File: src/rtl/irq_idx_pkg.sv
package irq_idx_pkg;

    localparam int NUM_SRC   = 3;
    localparam int SRC_LSB   = 1;
    localparam int IDX_W     = 3;
    localparam int DATA_W    = 32;
    localparam int REG_SEL_W = 3;
    localparam int MODE_W    = 2;

    typedef enum logic [REG_SEL_W-1:0] {
        REG_INDEX  = 3'd0,
        REG_MASK   = 3'd1,
        REG_RAW    = 3'd2,
        REG_MASKED = 3'd3,
        REG_SET    = 3'd4,
        REG_CLEAR  = 3'd5,
        REG_MODE   = 3'd6,
        REG_NONE   = 3'd7
    } reg_sel_e;

    typedef enum logic [MODE_W-1:0] {
        MODE_OFF = 2'd0,
        MODE_SW  = 2'd1,
        MODE_HW  = 2'd2,
        MODE_RSV = 2'd3
    } line_mode_e;

    typedef struct packed {
        logic               wr;
        logic               rd;
        logic               dbg;
        reg_sel_e           sel;
        logic [NUM_SRC-1:0] flags;
        logic [MODE_W-1:0]  mode;
    } bank_req_t;

    // index code reported for source slot i (slot 0 sits at bit SRC_LSB)
    function automatic logic [IDX_W-1:0] slot_to_index(input int slot);
        return IDX_W'(slot + SRC_LSB + 1);
    endfunction

    function automatic logic mode_drives(input line_mode_e m);
        return (m == MODE_SW) || (m == MODE_HW);
    endfunction

endpackage

File: src/rtl/irq_bus_decode.sv
module irq_bus_decode
    import irq_idx_pkg::*;
#(
    parameter int NUM_LINES = 2,
    parameter int ADDR_W    = 5,
    localparam int LINE_W   = (NUM_LINES > 1) ? $clog2(NUM_LINES) : 1
) (
    input  logic                 bus_wr,
    input  logic                 bus_rd,
    input  logic                 bus_dbg,
    input  logic [ADDR_W-1:0]    bus_addr,
    input  logic [DATA_W-1:0]    bus_wdata,
    output logic [LINE_W-1:0]    line_sel,
    output bank_req_t            req_out [NUM_LINES]
);

    reg_sel_e sel;

    always_comb begin
        if (bus_addr[REG_SEL_W])
            sel = REG_NONE;
        else
            sel = reg_sel_e'(bus_addr[REG_SEL_W-1:0]);
        line_sel = bus_addr[REG_SEL_W+1 +: LINE_W];
    end

    for (genvar g = 0; g < NUM_LINES; g++) begin : g_req
        logic hit;
        assign hit = (line_sel == LINE_W'(g));
        always_comb begin
            req_out[g].wr    = bus_wr & hit;
            req_out[g].rd    = bus_rd & hit;
            req_out[g].dbg   = bus_dbg;
            req_out[g].sel   = sel;
            req_out[g].flags = bus_wdata[SRC_LSB +: NUM_SRC];
            req_out[g].mode  = bus_wdata[MODE_W-1:0];
        end
    end

endmodule

File: src/rtl/irq_prio_enc.sv
module irq_prio_enc
    import irq_idx_pkg::*;
#(
    parameter int N = NUM_SRC
) (
    input  logic [N-1:0]     pend,
    output logic [IDX_W-1:0] idx,
    output logic [N-1:0]     grant
);

    // scan from the top down so the lowest pending slot wins
    always_comb begin
        idx   = '0;
        grant = '0;
        for (int i = N - 1; i >= 0; i--) begin
            if (pend[i]) begin
                idx      = slot_to_index(i);
                grant    = '0;
                grant[i] = 1'b1;
            end
        end
    end

endmodule

File: src/rtl/irq_line_bank.sv
module irq_line_bank
    import irq_idx_pkg::*;
#(
    parameter line_mode_e MODE_RST = MODE_SW
) (
    input  logic               clk,
    input  logic               rst,
    input  bank_req_t          req,
    input  logic [NUM_SRC-1:0] src_pulse,
    input  logic               hw_ack,
    output logic [DATA_W-1:0]  rdata,
    output logic               irq
);

    logic [NUM_SRC-1:0] raw_q, raw_d;
    logic [NUM_SRC-1:0] mask_q;
    line_mode_e         mode_q;

    logic [NUM_SRC-1:0] masked;
    logic [NUM_SRC-1:0] set_bits, clr_bits, rd_clr, ack_clr, grant;
    logic [IDX_W-1:0]   idx;

    assign masked = raw_q & mask_q;

    irq_prio_enc #(.N(NUM_SRC)) u_prio (
        .pend  (masked),
        .idx   (idx),
        .grant (grant)
    );

    always_comb begin
        set_bits = (req.wr && req.sel == REG_SET)   ? req.flags : '0;
        clr_bits = (req.wr && req.sel == REG_CLEAR) ? req.flags : '0;
        rd_clr   = (req.rd && !req.dbg && req.sel == REG_INDEX) ? grant : '0;
        ack_clr  = (hw_ack && mode_q == MODE_HW) ? grant : '0;
        // a source event wins over any clear in the same cycle
        raw_d    = (raw_q & ~(clr_bits | rd_clr | ack_clr)) | set_bits | src_pulse;
    end

    always_ff @(posedge clk) begin
        if (rst) begin
            raw_q  <= '0;
            mask_q <= '0;
            mode_q <= MODE_RST;
        end else begin
            raw_q <= raw_d;
            if (req.wr && req.sel == REG_MASK)
                mask_q <= req.flags;
            if (req.wr && req.sel == REG_MODE)
                mode_q <= line_mode_e'(req.mode);
        end
    end

    assign irq = (|masked) && mode_drives(mode_q);

    always_comb begin
        rdata = '0;
        case (req.sel)
            REG_INDEX:  rdata[IDX_W-1:0]          = idx;
            REG_MASK:   rdata[SRC_LSB +: NUM_SRC] = mask_q;
            REG_RAW:    rdata[SRC_LSB +: NUM_SRC] = raw_q;
            REG_MASKED: rdata[SRC_LSB +: NUM_SRC] = masked;
            REG_MODE:   rdata[MODE_W-1:0]         = mode_q;
            default:    rdata                     = '0;
        endcase
    end

    // every bit written to the set port is present one cycle later
    p_set_takes_r3: assert property (@(posedge clk) disable iff (rst)
        (req.wr && req.sel == REG_SET)
        |=> ((raw_q & $past(req.flags)) == $past(req.flags)));

    // a cleared bit is gone next cycle unless its source fired together with the clear
    p_clear_takes_r4: assert property (@(posedge clk) disable iff (rst)
        (req.wr && req.sel == REG_CLEAR)
        |=> ((raw_q & $past(req.flags & ~src_pulse)) == '0));

    // a servicing index read removes the granted flag
    p_read_services_r7: assert property (@(posedge clk) disable iff (rst)
        (req.rd && !req.dbg && req.sel == REG_INDEX && (|grant))
        |=> ((raw_q & $past(grant & ~src_pulse)) == '0));

    // a debug read without a write or acknowledge loses no flag
    p_debug_read_keeps_r8: assert property (@(posedge clk) disable iff (rst)
        (req.rd && req.dbg && !req.wr && !hw_ack)
        |=> ((raw_q & $past(raw_q)) == $past(raw_q)));

    // a nonzero index points at exactly one masked, pending source
    p_index_valid_r6: assert property (@(posedge clk) disable iff (rst)
        (idx != '0) |-> ($onehot(grant) && ((grant & ~masked) == '0)));

endmodule

File: src/rtl/irq_index_ctrl.sv
module irq_index_ctrl
    import irq_idx_pkg::*;
#(
    parameter int NUM_LINES = 2,
    parameter int ADDR_W    = 5
) (
    input  logic                 clk,
    input  logic                 rst,
    input  logic                 bus_wr,
    input  logic                 bus_rd,
    input  logic                 bus_dbg,
    input  logic [ADDR_W-1:0]    bus_addr,
    input  logic [DATA_W-1:0]    bus_wdata,
    output logic [DATA_W-1:0]    bus_rdata,
    input  logic [NUM_SRC-1:0]   src_pulse,
    input  logic [NUM_LINES-1:0] hw_ack,
    output logic [NUM_LINES-1:0] irq_req
);

    localparam int LINE_W = (NUM_LINES > 1) ? $clog2(NUM_LINES) : 1;

    bank_req_t          reqs [NUM_LINES];
    logic [DATA_W-1:0]  line_rdata [NUM_LINES];
    logic [LINE_W-1:0]  line_sel;

    irq_bus_decode #(.NUM_LINES(NUM_LINES), .ADDR_W(ADDR_W)) u_decode (
        .bus_wr    (bus_wr),
        .bus_rd    (bus_rd),
        .bus_dbg   (bus_dbg),
        .bus_addr  (bus_addr),
        .bus_wdata (bus_wdata),
        .line_sel  (line_sel),
        .req_out   (reqs)
    );

    for (genvar g = 0; g < NUM_LINES; g++) begin : g_line
        localparam line_mode_e RST_MODE = (g == 0) ? MODE_SW : MODE_HW;
        irq_line_bank #(.MODE_RST(RST_MODE)) u_bank (
            .clk       (clk),
            .rst       (rst),
            .req       (reqs[g]),
            .src_pulse (src_pulse),
            .hw_ack    (hw_ack[g]),
            .rdata     (line_rdata[g]),
            .irq       (irq_req[g])
        );
    end

    always_comb begin
        bus_rdata = '0;
        for (int i = 0; i < NUM_LINES; i++)
            if (line_sel == LINE_W'(i))
                bus_rdata = line_rdata[i];
    end

endmodule

File: config.mk
export PLATFORM = sky130hd
export DESIGN_NAME = irq_index_ctrl
export DESIGN_NICKNAME = d
export VERILOG_FILES = /design/src/rtl/irq_idx_pkg.sv /design/src/rtl/irq_bus_decode.sv /design/src/rtl/irq_prio_enc.sv /design/src/rtl/irq_line_bank.sv /design/src/rtl/irq_index_ctrl.sv
export SDC_FILE = /design/constraint.sdc
export NUM_CORES = 1
export LEC_CHECK = 0
export BUFFER_PORTS_ARGS = -buffer_cell sky130_fd_sc_hd__buf_2
export CAP_MARGIN = 20
export CORE_MARGIN = 1.5
export CORE_UTILIZATION = 46
export CTS_BUF_LIST = sky130_fd_sc_hd__clkbuf_2 sky130_fd_sc_hd__clkbuf_4 sky130_fd_sc_hd__clkbuf_8
export DETAILED_ROUTE_END_ITERATION = 12
export GPL_TIMING_DRIVEN = 1
export PLACE_DENSITY = 0.82
export SLEW_MARGIN = 30
export SYNTH_ARGS = -nofsm -noshare
export SYNTH_HDL_FRONTEND = slang
export SYNTH_SLANG_ARGS = --single-unit
File: constraint.sdc
create_clock -name clk -period 2.1 [get_ports clk]
set_input_delay 0.42 -clock clk [delete_from_list [all_inputs] [get_ports clk]]
set_output_delay 0.42 -clock clk [all_outputs]
set_load 0.03 [all_outputs]
Word level (Yosys, flattened, before mapping)
Index checks and enable logic that the tools add are counted.
{"block": "word_totals", "wordCells": 85, "ramBits": 0, "rom_bits": 0, "in_bits": 47, "latch_bits": 0, "regBits": 16, "n_memories": 0, "output_inout_bits": 34}
{"block": "classes", "div": 0, "mux": 28, "add_sub_neg": 0, "multipliers": 0, "bitwise_logic": 19, "eq_ne": 10, "n_shift": 0, "n_reduce_logical": 22, "n_lt_le_gt_ge": 0}
{"operator": "$mux 3", "count": 19}
{"operator": "$or 3x3->3", "count": 8}
{"operator": "$logic_and 1x1->1", "count": 16}
{"operator": "$and 3x3->3", "count": 4}
{"operator": "$pmux 1 s5", "count": 2}
{"operator": "$eq 3x3->1 const B", "count": 3}
{"operator": "$pmux 1 s4", "count": 2}
{"operator": "$eq 3x2->1 const B", "count": 2}
{"operator": "$not 3->3", "count": 2}
{"operator": "$pmux 1 s3", "count": 2}
{"operator": "$reduce_or 3->1", "count": 2}
{"operator": "$and 1x1->1", "count": 4}
{"operator": "$eq 2x1->1 const B", "count": 2}
{"operator": "$eq 2x2->1 const B", "count": 2}
{"operator": "$mux 4", "count": 1}
{"operator": "$pmux 1 s2", "count": 2}
{"operator": "$eq 3x1->1 const B", "count": 1}
{"operator": "$logic_not 3->1", "count": 1}
{"operator": "$logic_or 1x1->1", "count": 2}
{"operator": "$logic_not 1->1", "count": 1}
{"operator": "$not 1->1", "count": 1}

Logic depth before layout (Yosys ltp)
Gate-level depths: netlist of run 1.
{"block": "depth", "ltp_word": 11, "depth_mapped": 6, "depth_no_buf": 5}

By module
From an unflattened synthesis of run 1, not the netlist that was laid out.
{"block": "hier_totals", "hier_cells": 265, "hier_area_um2": 2367.3}
{"mod": "irq_line_bank", "cells_per_inst": 97, "instances": 2, "area_per_inst_um2": 784.5, "seq_area_each_um2": 160.2}
{"mod": "irq_index_ctrl", "cells_per_inst": 36, "instances": 1, "area_per_inst_um2": 544.3, "seq_area_each_um2": 0.0}
{"mod": "irq_bus_decode", "cells_per_inst": 23, "instances": 1, "area_per_inst_um2": 163.9, "seq_area_each_um2": 0.0}
{"mod": "irq_prio_enc", "cells_per_inst": 6, "instances": 2, "area_per_inst_um2": 45.0, "seq_area_each_um2": 0.0}

Worst setup path before layout of run 1
No wires, ideal clock.
{"block": "synth_path", "kind": "input port to output port", "start": "input port bus_addr[3]", "end": "output port bus_rdata[3]", "path_buffers": 1, "path_slack_ns": -0.203, "t_arrival_ns": 1.883, "required_time_ns": 1.680, "stages": 5, "path_cell_list": "buf_6 nor4b_4 a21oi_1 o21a_1 a2111oi_2"}
{"block": "synth_via", "elab_chain_len": 4, "word_cells_on_any_way": 7, "classes_between": "3 x eq/ne; 4 x mux"}
{"item": "start, declared", "line": "irq_index_ctrl.sv:12", "rtl": "input logic [ADDR_W-1:0] bus_addr,"}
{"item": "$mux 3 *", "line": "irq_bus_decode.sv:20", "rtl": "if (bus_addr[REG_SEL_W])"}
{"item": "$eq 3x2->1 or $eq 3x1->1 (tied branches)", "line": "irq_line_bank.sv:58", "rtl": "case (req.sel)"}
{"item": "$pmux 1 s3", "line": "irq_line_bank.sv:58"}
{"item": "$mux 4 *", "line": "irq_index_ctrl.sv:52", "rtl": "if (line_sel == LINE_W'(i))"}
{"item": "end, declared", "line": "irq_index_ctrl.sv:14", "rtl": "output logic [DATA_W-1:0] bus_rdata,"}
Mark *: on every way between the ends. The rest lies on a longest branch, timed or not.

Final worst setup path of run 1
{"block": "layout_path", "start": "input port bus_addr[3]", "end": "output port bus_rdata[0]"}
{"block": "layout_via", "elab_chain_len": 4, "word_cells_on_any_way": 6, "classes_between": "1 x eq/ne; 4 x mux; 1 x reduce/logical"}
{"item": "$mux 3 *", "line": "irq_bus_decode.sv:20"}
{"item": "$eq 3x3->1 or $logic_not 3->1 (tied branches)", "line": "irq_line_bank.sv:58"}
{"item": "$pmux 1 s2", "line": "irq_line_bank.sv:58"}
{"item": "$mux 4 *", "line": "irq_index_ctrl.sv:52"}
Marked as above.

==> results of run 1 <==
==> cells by family after synthesis <==
family | after synthesis | synth area share [%]
flip-flops | 16 | 22.3
other | 1 | 0.261
multiplexers | 7 | 5.05
buffers and inverters | 49 | 22.4
AO/OA/AOI/OAI | 48 | 21.6
adder cells (fa/ha/maj) | 2 | 1.74
AND/OR/NAND/NOR | 61 | 26.7
==> registers in the layout, indices dropped and copies added (netlist names) <==
name	flops
g_line.u_bank.raw_q	6
g_line.u_bank.mask_q	6
g_line.u_bank.mode_q	4
==> stage by stage <==
step           setup TNS (ns)  utilization [%]  total power, mW
3_3_place_gp           -0.276             49.8            0.535
5_1_grt               -0.0443             54.5            0.789
2_1_floorplan               0                -            0.529
6_report            -0.000539             54.5            0.755
3_5_place_dp           -0.289             49.8            0.538
4_1_cts                     0             52.5            0.750
==> final timing paths <==
check | from | end | slack (ns)
setup / recovery | bus_addr[3] | bus_rdata[0] | -0.0005
hold / removal | bus_wdata[0] | g_line[0].u_bank.mode_q[0] | 0.36
setup reg to reg | g_line[0].u_bank.mode_q[0] | g_line[0].u_bank.raw_q[1] | 0.83
hold reg to reg | g_line[0].u_bank.mask_q[2] | g_line[0].u_bank.mask_q[2] | 0.52
==> worst max-delay path: stages <==
cell,delay (ns)
buf_8,0.10
or4_4,0.58
nor3_4,0.15
a211oi_2,0.07
a31oi_2,0.20
buf_6,0.16
==> report_power, final <==
part	total [mW]	switching (mW)	internal [mW]
Sequential	0.327	0.0134	0.313
Combinational	0.226	0.154	0.0727
Clock	0.202	0.0965	0.106
Total	0.755	0.264	0.492
==> cells in the mapped netlist, drive strengths merged, types with 2 or more instances <==
cell / n
nand2b: 4
nand2: 14
nand3b: 3
clkbuf: 5
a211oi: 2
dfxtp: 16
o21ai: 3
nand3: 16
a22oi: 2
inv: 7
a31oi: 2
nor2b: 2
mux2: 2
a21oi: 24
buf: 37
nor2: 6
nor4: 3
ha: 2
a32oi: 4
mux2i: 5
nand4b: 2
o211ai: 5
==> what timing repair did <==
item | CTS | global route
hold endpoints to repair | 0 | 0
gates cloned | 0 | 0
gates resized for setup | 6 | 16
buffers inserted | 4 | 0
endpoints found under the setup margin | 4 | 4
pin swaps | 6 | 5
==> routing by layer <==
metal / track usage (%) / routed length, um / part of all wire (%)
met1: 30.9 / 1590 / 46
met2: 30.3 / 1540 / 45
met3: 0.879 / 220 / 6.4
met4: 13.3 / 94 / 2.7
met5: 0 / 0 / 0
==> cell type report <==
class,count,area (sq um)
clock buffer,4,36.3
sequential,16,320
inverter,7,26.3
multi-input combinational,146,947
tap,33,41.3
timing repair buffer,37,265
fill,311,1370
==> impl_metrics.json, run 1 <==
{
  "cts_max_path_buffers": 2,
  "floorplan.initialDensity_pct": 47.8,
  "syn_inst": 184,
  "cp_data_arrival_time_ns": 1.68,
  "routed_wl_um": 3450,
  "final_common_cell": "conb_1",
  "rsz0062_at_grt": "yes",
  "drv_cap": 0,
  "cts_made_buffers": 3,
  "wire_per_inst_um": 14.2,
  "ys.flop_type": "dfxtp_1",
  "crit_type": "primary input to output pin",
  "htreeDepth": 1,
  "drive_gt1_share_pct": 26.7,
  "nNetsFinal": 260,
  "first_pass_iters": 4,
  "antenna_found_initial": 0,
  "period_share_pct": 100,
  "grt_usage_pct": 21.2,
  "fin_worst_skew_ns": 0.00152,
  "hold_violations": 0,
  "core_area_sq_um": 3000,
  "io_pins": 81,
  "post-route-cell-area_sq_um": 1640,
  "drv_slew": 0,
  "synth_top_area_share_pct": 22.3,
  "final_cell_mix": "conb_1 (28), a21oi_1 (23), buf_2 (17)",
  "drc": 0,
  "ir_drop_mv": 0.519,
  "synth_seq_area_share_pct": 22.3,
  "path_clk_slew_ns": 0.09,
  "drtIter0Drc": 48,
  "die_y_um": 58.9,
  "grt_pass1_wl_um": 5460,
  "vias_per_cell": 5.50,
  "io_buffers": 24,
  "final.min_clock_period_ns": 2.10,
  "power_density_nw_per_um2": 462,
  "grt_pass1_vias": 1120,
  "cts_tree": "yes",
  "worstSkewPairLatency_ns": 0.29,
  "fmax_mhz": 476,
  "ys_top_cells_by_area": "dfxtp_1 (22%), buf_4 (16%), a21oi_1 (8.4%)",
  "synth_cell_types": 44,
  "die_x_um": 58.9,
  "final_antenna_net_count": 0,
  "yosysWarnings": 0,
  "end_kind": "output pin",
  "crit_fanout": 5,
  "cts_hold_buf": 0,
  "hold_path_depth": 3,
  "grt_max_degree": 17,
  "final-setup-viol-count": 1,
  "dp_hpwl_um": 2600,
  "crit_required_ns": 1.68,
  "root_buffer": "clkbuf_4",
  "p_leak_nw": 0.671,
  "post-place-cells": 235,
  "synth_edf_count": 0,
  "area_delta_synth_final_pct": 13.9,
  "place_ws_ns": -0.112,
  "rows": 20,
  "synth.cell_area_sq_um": 1440,
  "reg2reg_depth": 5,
  "setup_ws_ns": -0.000539,
  "outcome": "finished with violations",
  "min_path_type": "primary input to flip-flop",
  "fin_cells": 243,
  "synth_area_per_cell_sq_um": 7.81,
  "holdWs_ns": 0.364,
  "post_dp_cell_area_sq_um": 1490,
  "synthArstFlopShare_pct": 0,
  "ys_ff_latch": 16,
  "yosysTopAreaCell": "dfxtp_1",
  "vias": 1337,
  "n_antenna_cell": 0,
  "crit_path_start_kind": "primary input",
  "die_area_sq_um": 3470,
  "gr-total-overflow": 0,
  "violations": "negative setup slack",
  "clock_sinks": 16,
  "globalplace.congestion": 0.916
}
(Power assumes the default switching activity.)
==> inputs of run 2 (changes only) <==
==> constraint.sdc (replaced) <==
create_clock -name clk -period 2.1 [get_ports clk]
set_input_delay 0.105 -clock clk [delete_from_list [all_inputs] [get_ports clk]]
set_output_delay 0.105 -clock clk [all_outputs]
set_load 0.03 [all_outputs]
==> impl_metrics.json, run 2 (synthesis results as in run 1) <==
{
  "outcome": "finished clean",
  "fin_tns_setup_ns": 0,
  "reg2reg_depth": 5,
  "final-setup-viol-count": 0,
  "rr_startpoint": "g_line[0].u_bank.mode_q[0]",
  "clock_sinks": 16,
  "r2r_end": "g_line[0].u_bank.raw_q[1]",
  "grt_pass1_vias": 1107,
  "final_common_cell": "conb_1",
  "period_share_pct": 84.5,
  "worstHoldStart": "bus_wdata[0]",
  "grt_usage_pct": 19.1,
  "crit_path_start_kind": "flip-flop",
  "hold_violations": 0,
  "rows": 20,
  "htreeDepth": 1,
  "vias": 1298,
  "p_leak_nw": 0.593,
  "drtIter0Drc": 25,
  "reg_top3": "g_line.u_bank.mask_q (6), g_line.u_bank.raw_q (6), g_line.u_bank.mode_q (4)",
  "post_cts_resized": 0,
  "cts_tree": "yes",
  "grt_pass1_wl_um": 5040,
  "cts_hold_buf": 0,
  "drive_gt1_share_pct": 19.2,
  "cts_max_path_buffers": 2,
  "gr-total-overflow": 0,
  "final_cell_mix": "conb_1 (28), a21oi_1 (24), buf_2 (24)",
  "hold_path_depth": 3,
  "die_x_um": 58.9,
  "end_kind": "output pin",
  "holdWs_ns": 0.0425,
  "cts_setup_buffers": 0,
  "fin_cells": 231,
  "io_buffers": 24,
  "die_area_sq_um": 3470,
  "cts_made_buffers": 3,
  "grt_max_degree": 19,
  "drv_slew": 0,
  "fill_cells": 324,
  "root_buffer": "clkbuf_4",
  "area_delta_synth_final_pct": 0.784,
  "final_antenna_net_count": 0,
  "wire_per_inst_um": 13.6,
  "floorplan.initialDensity_pct": 47.8,
  "power_density_nw_per_um2": 497,
  "crit_fanout": 6,
  "final.min_clock_period_ns": 1.77,
  "io_pins": 81,
  "crit_required_ns": 2.00,
  "path_clk_slew_ns": 0.09,
  "antenna_found_initial": 0,
  "ir_drop_mv": 0.383,
  "first_pass_iters": 4,
  "drc": 0,
  "post-place-cells": 227,
  "dp_hpwl_um": 2430,
  "vias_per_cell": 5.62,
  "die_y_um": 58.9,
  "crit_type": "flip-flop to output pin",
  "power_mw": 0.720,
  "reg2reg_setup_slack_ns": 0.83,
  "nNetsFinal": 248,
  "cp_data_arrival_time_ns": 1.67,
  "drv_cap": 0,
  "fin_worst_skew_ns": 0.00522,
  "core_area_sq_um": 3000,
  "worstSkewPairLatency_ns": 0.29,
  "min_delay_worst_endpoint": "g_line[0].u_bank.mode_q[0]",
  "routed_wl_um": 3150,
  "fmax_mhz": 564,
  "n_antenna_cell": 0,
  "globalplace.congestion": 0.882,
  "min_path_type": "primary input to flip-flop",
  "rsz0062_at_grt": "no"
}
run 2: cell types whose count changed in the layout (fill, tap and decap cells not counted), sizes merged:
cell	change
buf	-12
run 2: layout make-up:
cell class              count  area [sq um]  area share, %
clock buffers               4          36.3           2.51
inverters                   7          26.3           1.82
multi-input cells         146           896           61.9
flip-flops and latches     16           320           22.1
well taps                  33          41.3           2.85
repair buffers             25           128           8.82
run 2: worst max-delay path: stages (launching register included):
cell and delay [ns]:
dfxtp_1 0.37, a22oi_1 0.28, nand3_1 0.16, o221ai_1 0.20
and3_1 0.17, buf_2 0.19
run 2: worst max-delay path by stage:
stage / from / endpoint / slack (ns) / cells past startpoint
6_report: g_line[1].u_bank.mask_q[0] / bus_rdata[2] / 0.33 / 5
3_3_place_gp: bus_addr[1] / bus_rdata[3] / 0.39 / 6
3_5_place_dp: bus_addr[1] / bus_rdata[3] / 0.38 / 6
4_1_cts: g_line[1].u_bank.raw_q[0] / bus_rdata[2] / 0.31 / 5
5_1_grt: g_line[1].u_bank.mask_q[0] / bus_rdata[2] / 0.19 / 5
2_1_floorplan: bus_addr[3] / bus_rdata[3] / 0.43 / 5
run 2: report_power, final:
part / internal, mW / leakage, nW / switching [mW] / total [mW]
sequential: 0.313 / 0.131 / 0.0118 / 0.325
clock: 0.106 / 0.0210 / 0.0963 / 0.202
combinational: 0.0484 / 0.441 / 0.144 / 0.193
run 2: metal layers:
layer / routed length (um) / up-vias / GRT usage [%]
met5: 0 / - / 0
met4: 67 / 0 / 9.74
met3: 261 / 7 / 1.10
met2: 1360 / 64 / 28.6
met1: 1460 / 588 / 27.6
li1: - / 639 / -
run 2: through the flow:
stage / setup WS, ns / utilization, % / cell area, sq um
finish: 0.326 / 48.2 / 1450
global route: 0.192 / 48.2 / 1450
CTS: 0.314 / 48.2 / 1450
detailed placement: 0.376 / 47.0 / 1410
global placement: 0.394 / 47.0 / 1410
floorplan: 0.427 / - / 1540
==> inputs of run 3 (changes only) <==
ABC_AREA = 1   (was default)
CORE_UTILIZATION = 45   (was 46)
PLACE_DENSITY = 0.81   (was 0.82)
clock period = 1.8 ns   (was 2.1 ns; I/O delays follow)
==> impl_metrics.json, run 3 <==
{
  "outcome": "finished with violations",
  "violations": "design-rule violations",
  "cp_data_arrival_time_ns": 1.45,
  "fin_worst_skew_ns": 0.00312,
  "yosysTopAreaCell": "dfxtp_1",
  "floorplan.initialDensity_pct": 48.6,
  "synth_top_area_share_pct": 23.3,
  "dp_hpwl_um": 2470,
  "met1_usage_pct": 27.8,
  "yosys.area_share.simple_pct": 33.2,
  "holdWs_ns": 0.0520,
  "drv_cap": 0,
  "synth_area_per_cell_sq_um": 6.36,
  "crit_chain": "nand2_1, nand2_1, nor2_1, nand2_1, nand3_1, nand2_1, nand2_1, buf_2",
  "htreeDepth": 1,
  "antenna_found_initial": 0,
  "grt_max_degree": 10,
  "synth_edf_count": 0,
  "final_antenna_net_count": 0,
  "drv_slew": 0,
  "p_int_mw": 0.531,
  "cpPeakStageDelay_ns": 0.35,
  "synth_xor_xnor_area_share_pct": 0,
  "gr-total-overflow": 0,
  "ys.flop_type": "dfxtp_1",
  "vias": 1335,
  "min_path_type": "primary input to flip-flop",
  "synth.cell_area_sq_um": 1370,
  "cts_max_path_buffers": 2,
  "cts_hold_buf": 0,
  "rows": 19,
  "hold_violations": 0,
  "ir_drop_mv": 0.371,
  "drive_gt1_share_pct": 18.4,
  "final_cell_mix": "nand2_1 (53), conb_1 (28), buf_2 (24)",
  "seq_power_share_pct": 45.9,
  "die_y_um": 58.3,
  "clkPwrFrac_pct": 29.7,
  "n_antenna_cell": 0,
  "fin_tns_setup_ns": 0,
  "p_leak_nw": 0.794,
  "root_buffer": "clkbuf_4",
  "grtUsageMet3_pct": 2.68,
  "die_area_sq_um": 3390,
  "clock_sinks": 16,
  "drtIter0Drc": 107,
  "drc": 6,
  "end_kind": "output pin",
  "wire_per_inst_um": 11.0,
  "core_area_sq_um": 2830,
  "cpMostUsedCell": "nand2_1",
  "crit_path_start_kind": "flip-flop",
  "area_delta_synth_final_pct": 4.55,
  "ys_top_cells_by_area": "dfxtp_1 (23%), buf_4 (16%), nand2_1 (14%)",
  "globalplace.congestion": 0.958,
  "path_clk_slew_ns": 0.10,
  "synth_seq_area_share_pct": 23.3,
  "power_density_nw_per_um2": 573,
  "grt_use_met2_pct": 28.7,
  "period_share_pct": 85.7,
  "fmax_mhz": 648,
  "synth_compound_area_share_pct": 17.2,
  "cpMaxStageDelayCell": "dfxtp_1",
  "crit_type": "flip-flop to output pin",
  "post_cts_resized": 0,
  "crit_family": "simple AND/OR/NAND/NOR gates",
  "fin_cells": 270,
  "post-place-cells": 266,
  "synthArstFlopShare_pct": 0,
  "synth.top_cells.by_count": "nand2_1 (53), buf_4 (30), inv_1 (22)",
  "crit_required_ns": 1.71,
  "p_comb_share_pct": 24.4,
  "grt_usage_pct": 19.0,
  "p_switching_mw": 0.293,
  "cts_tree": "yes",
  "io_pins": 81,
  "cts_made_buffers": 3,
  "switching_share_pct": 35.5,
  "final_core_util_pct": 50.8,
  "grt.busiest_layer": "met2",
  "worstSkewPairLatency_ns": 0.29,
  "crit_fanout": 4,
  "synth_mux_area_share_pct": 0,
  "yosysWarnings": 0,
  "synth_cell_types": 26,
  "synthAdderAreaFrac_pct": 1.82,
  "synth.most_common_cell": "nand2_1",
  "final.min_clock_period_ns": 1.54,
  "first_pass_iters": 9,
  "fill_cells": 305,
  "cts_setup_buffers": 0,
  "reg_top3": "g_line.u_bank.mask_q (6), g_line.u_bank.raw_q (6), g_line.u_bank.mode_q (4)",
  "final-setup-viol-count": 0,
  "io_buffers": 24,
  "final_common_cell": "nand2_1",
  "syn_inst": 216,
  "grt_pass1_wl_um": 4910,
  "synth_top_family_by_area": "simple AND/OR/NAND/NOR gates",
  "grt_pass1_vias": 1094,
  "nNetsFinal": 289,
  "routed_wl_um": 2970,
  "die_x_um": 58.3,
  "vias_per_cell": 4.94,
  "ys_ff_latch": 16,
  "rsz0062_at_grt": "no",
  "cp_num_buf_inv": 1
}
-- run 3: cell count changes after synthesis, moves of 4 or more --
cell      change
nand3_1       -6
a32oi_1       -4
inv_1        +15
mux2i_1       -5
nor2_1       +15
o21ai_0       +8
nand2_1      +39
nand2b_1      -4
inv_2         +4
-- run 3: power by group through the flow --
stage | clock network (mW) | registers [mW] | logic [mW]
3_3_place_gp | 0 | 0.385 | 0.197
5_1_grt | 0.274 | 0.379 | 0.220
6_report | 0.245 | 0.378 | 0.201
3_5_place_dp | 0 | 0.386 | 0.199
2_1_floorplan | 0 | 0.382 | 0.198
4_1_cts | 0.252 | 0.377 | 0.199
-- run 3: area by class of cell --
class | instances | area, sq um | share of cell area [%]
flip-flops and latches | 16 | 320 | 22.3
clock buffers | 4 | 36.3 | 2.53
repair buffers | 24 | 120 | 8.36
well taps | 31 | 38.8 | 2.70
inverters | 26 | 97.6 | 6.79
multi-input cells | 169 | 823 | 57.3
-- run 3: routing by layer --
metal  up-vias  wire [um]
li1        685          -
met1       578       1360
met2        68       1290
met3         4        300
met4         0         29
met5         -          0
-- run 3: cell families (layout without fill, tap and decap cells) --
| kind of cell | after synthesis | after routing |
|---|---|---|
| adders and majority gates | 2 | 2 |
| and+or+nand+nor | 96 | 96 |
| DFF | 16 | 16 |
| other | 1 | 28 |
| buffers and inverters | 58 | 54 |
| AOI/OAI and AO/OA | 43 | 43 |
-- run 3: final timing paths --
| path | from | to | slack, ns | depth (start not counted) |
|---|---|---|---|---|
| hold / removal | bus_wdata[0] | g_line[0].u_bank.mode_q[0] | 0.05 | 3 |
| setup / recovery | g_line[1].u_bank.raw_q[0] | bus_rdata[2] | 0.26 | 8 |
| hold reg to reg | g_line[1].u_bank.mode_q[0] | g_line[1].u_bank.mode_q[0] | 0.50 | 2 |
| setup reg to reg | g_line[1].u_bank.mode_q[0] | g_line[1].u_bank.raw_q[1] | 0.68 | 7 |
-- run 3: per-stage QoR --
step	cell area (sq um)	total power, mW	setup slack [ns]
after CTS	1440	0.828	0.251
after detailed placement	1400	0.584	0.521
after floorplan	1480	0.580	0.423
final	1440	0.824	0.257
after global placement	1400	0.582	0.543
after global routing	1440	0.873	0.0923
-- run 3: worst min-delay path, cell delays in order --
cell,delay (ns)
buf_2,0.09
a21oi_1,0.07
o21ai_0,0.06
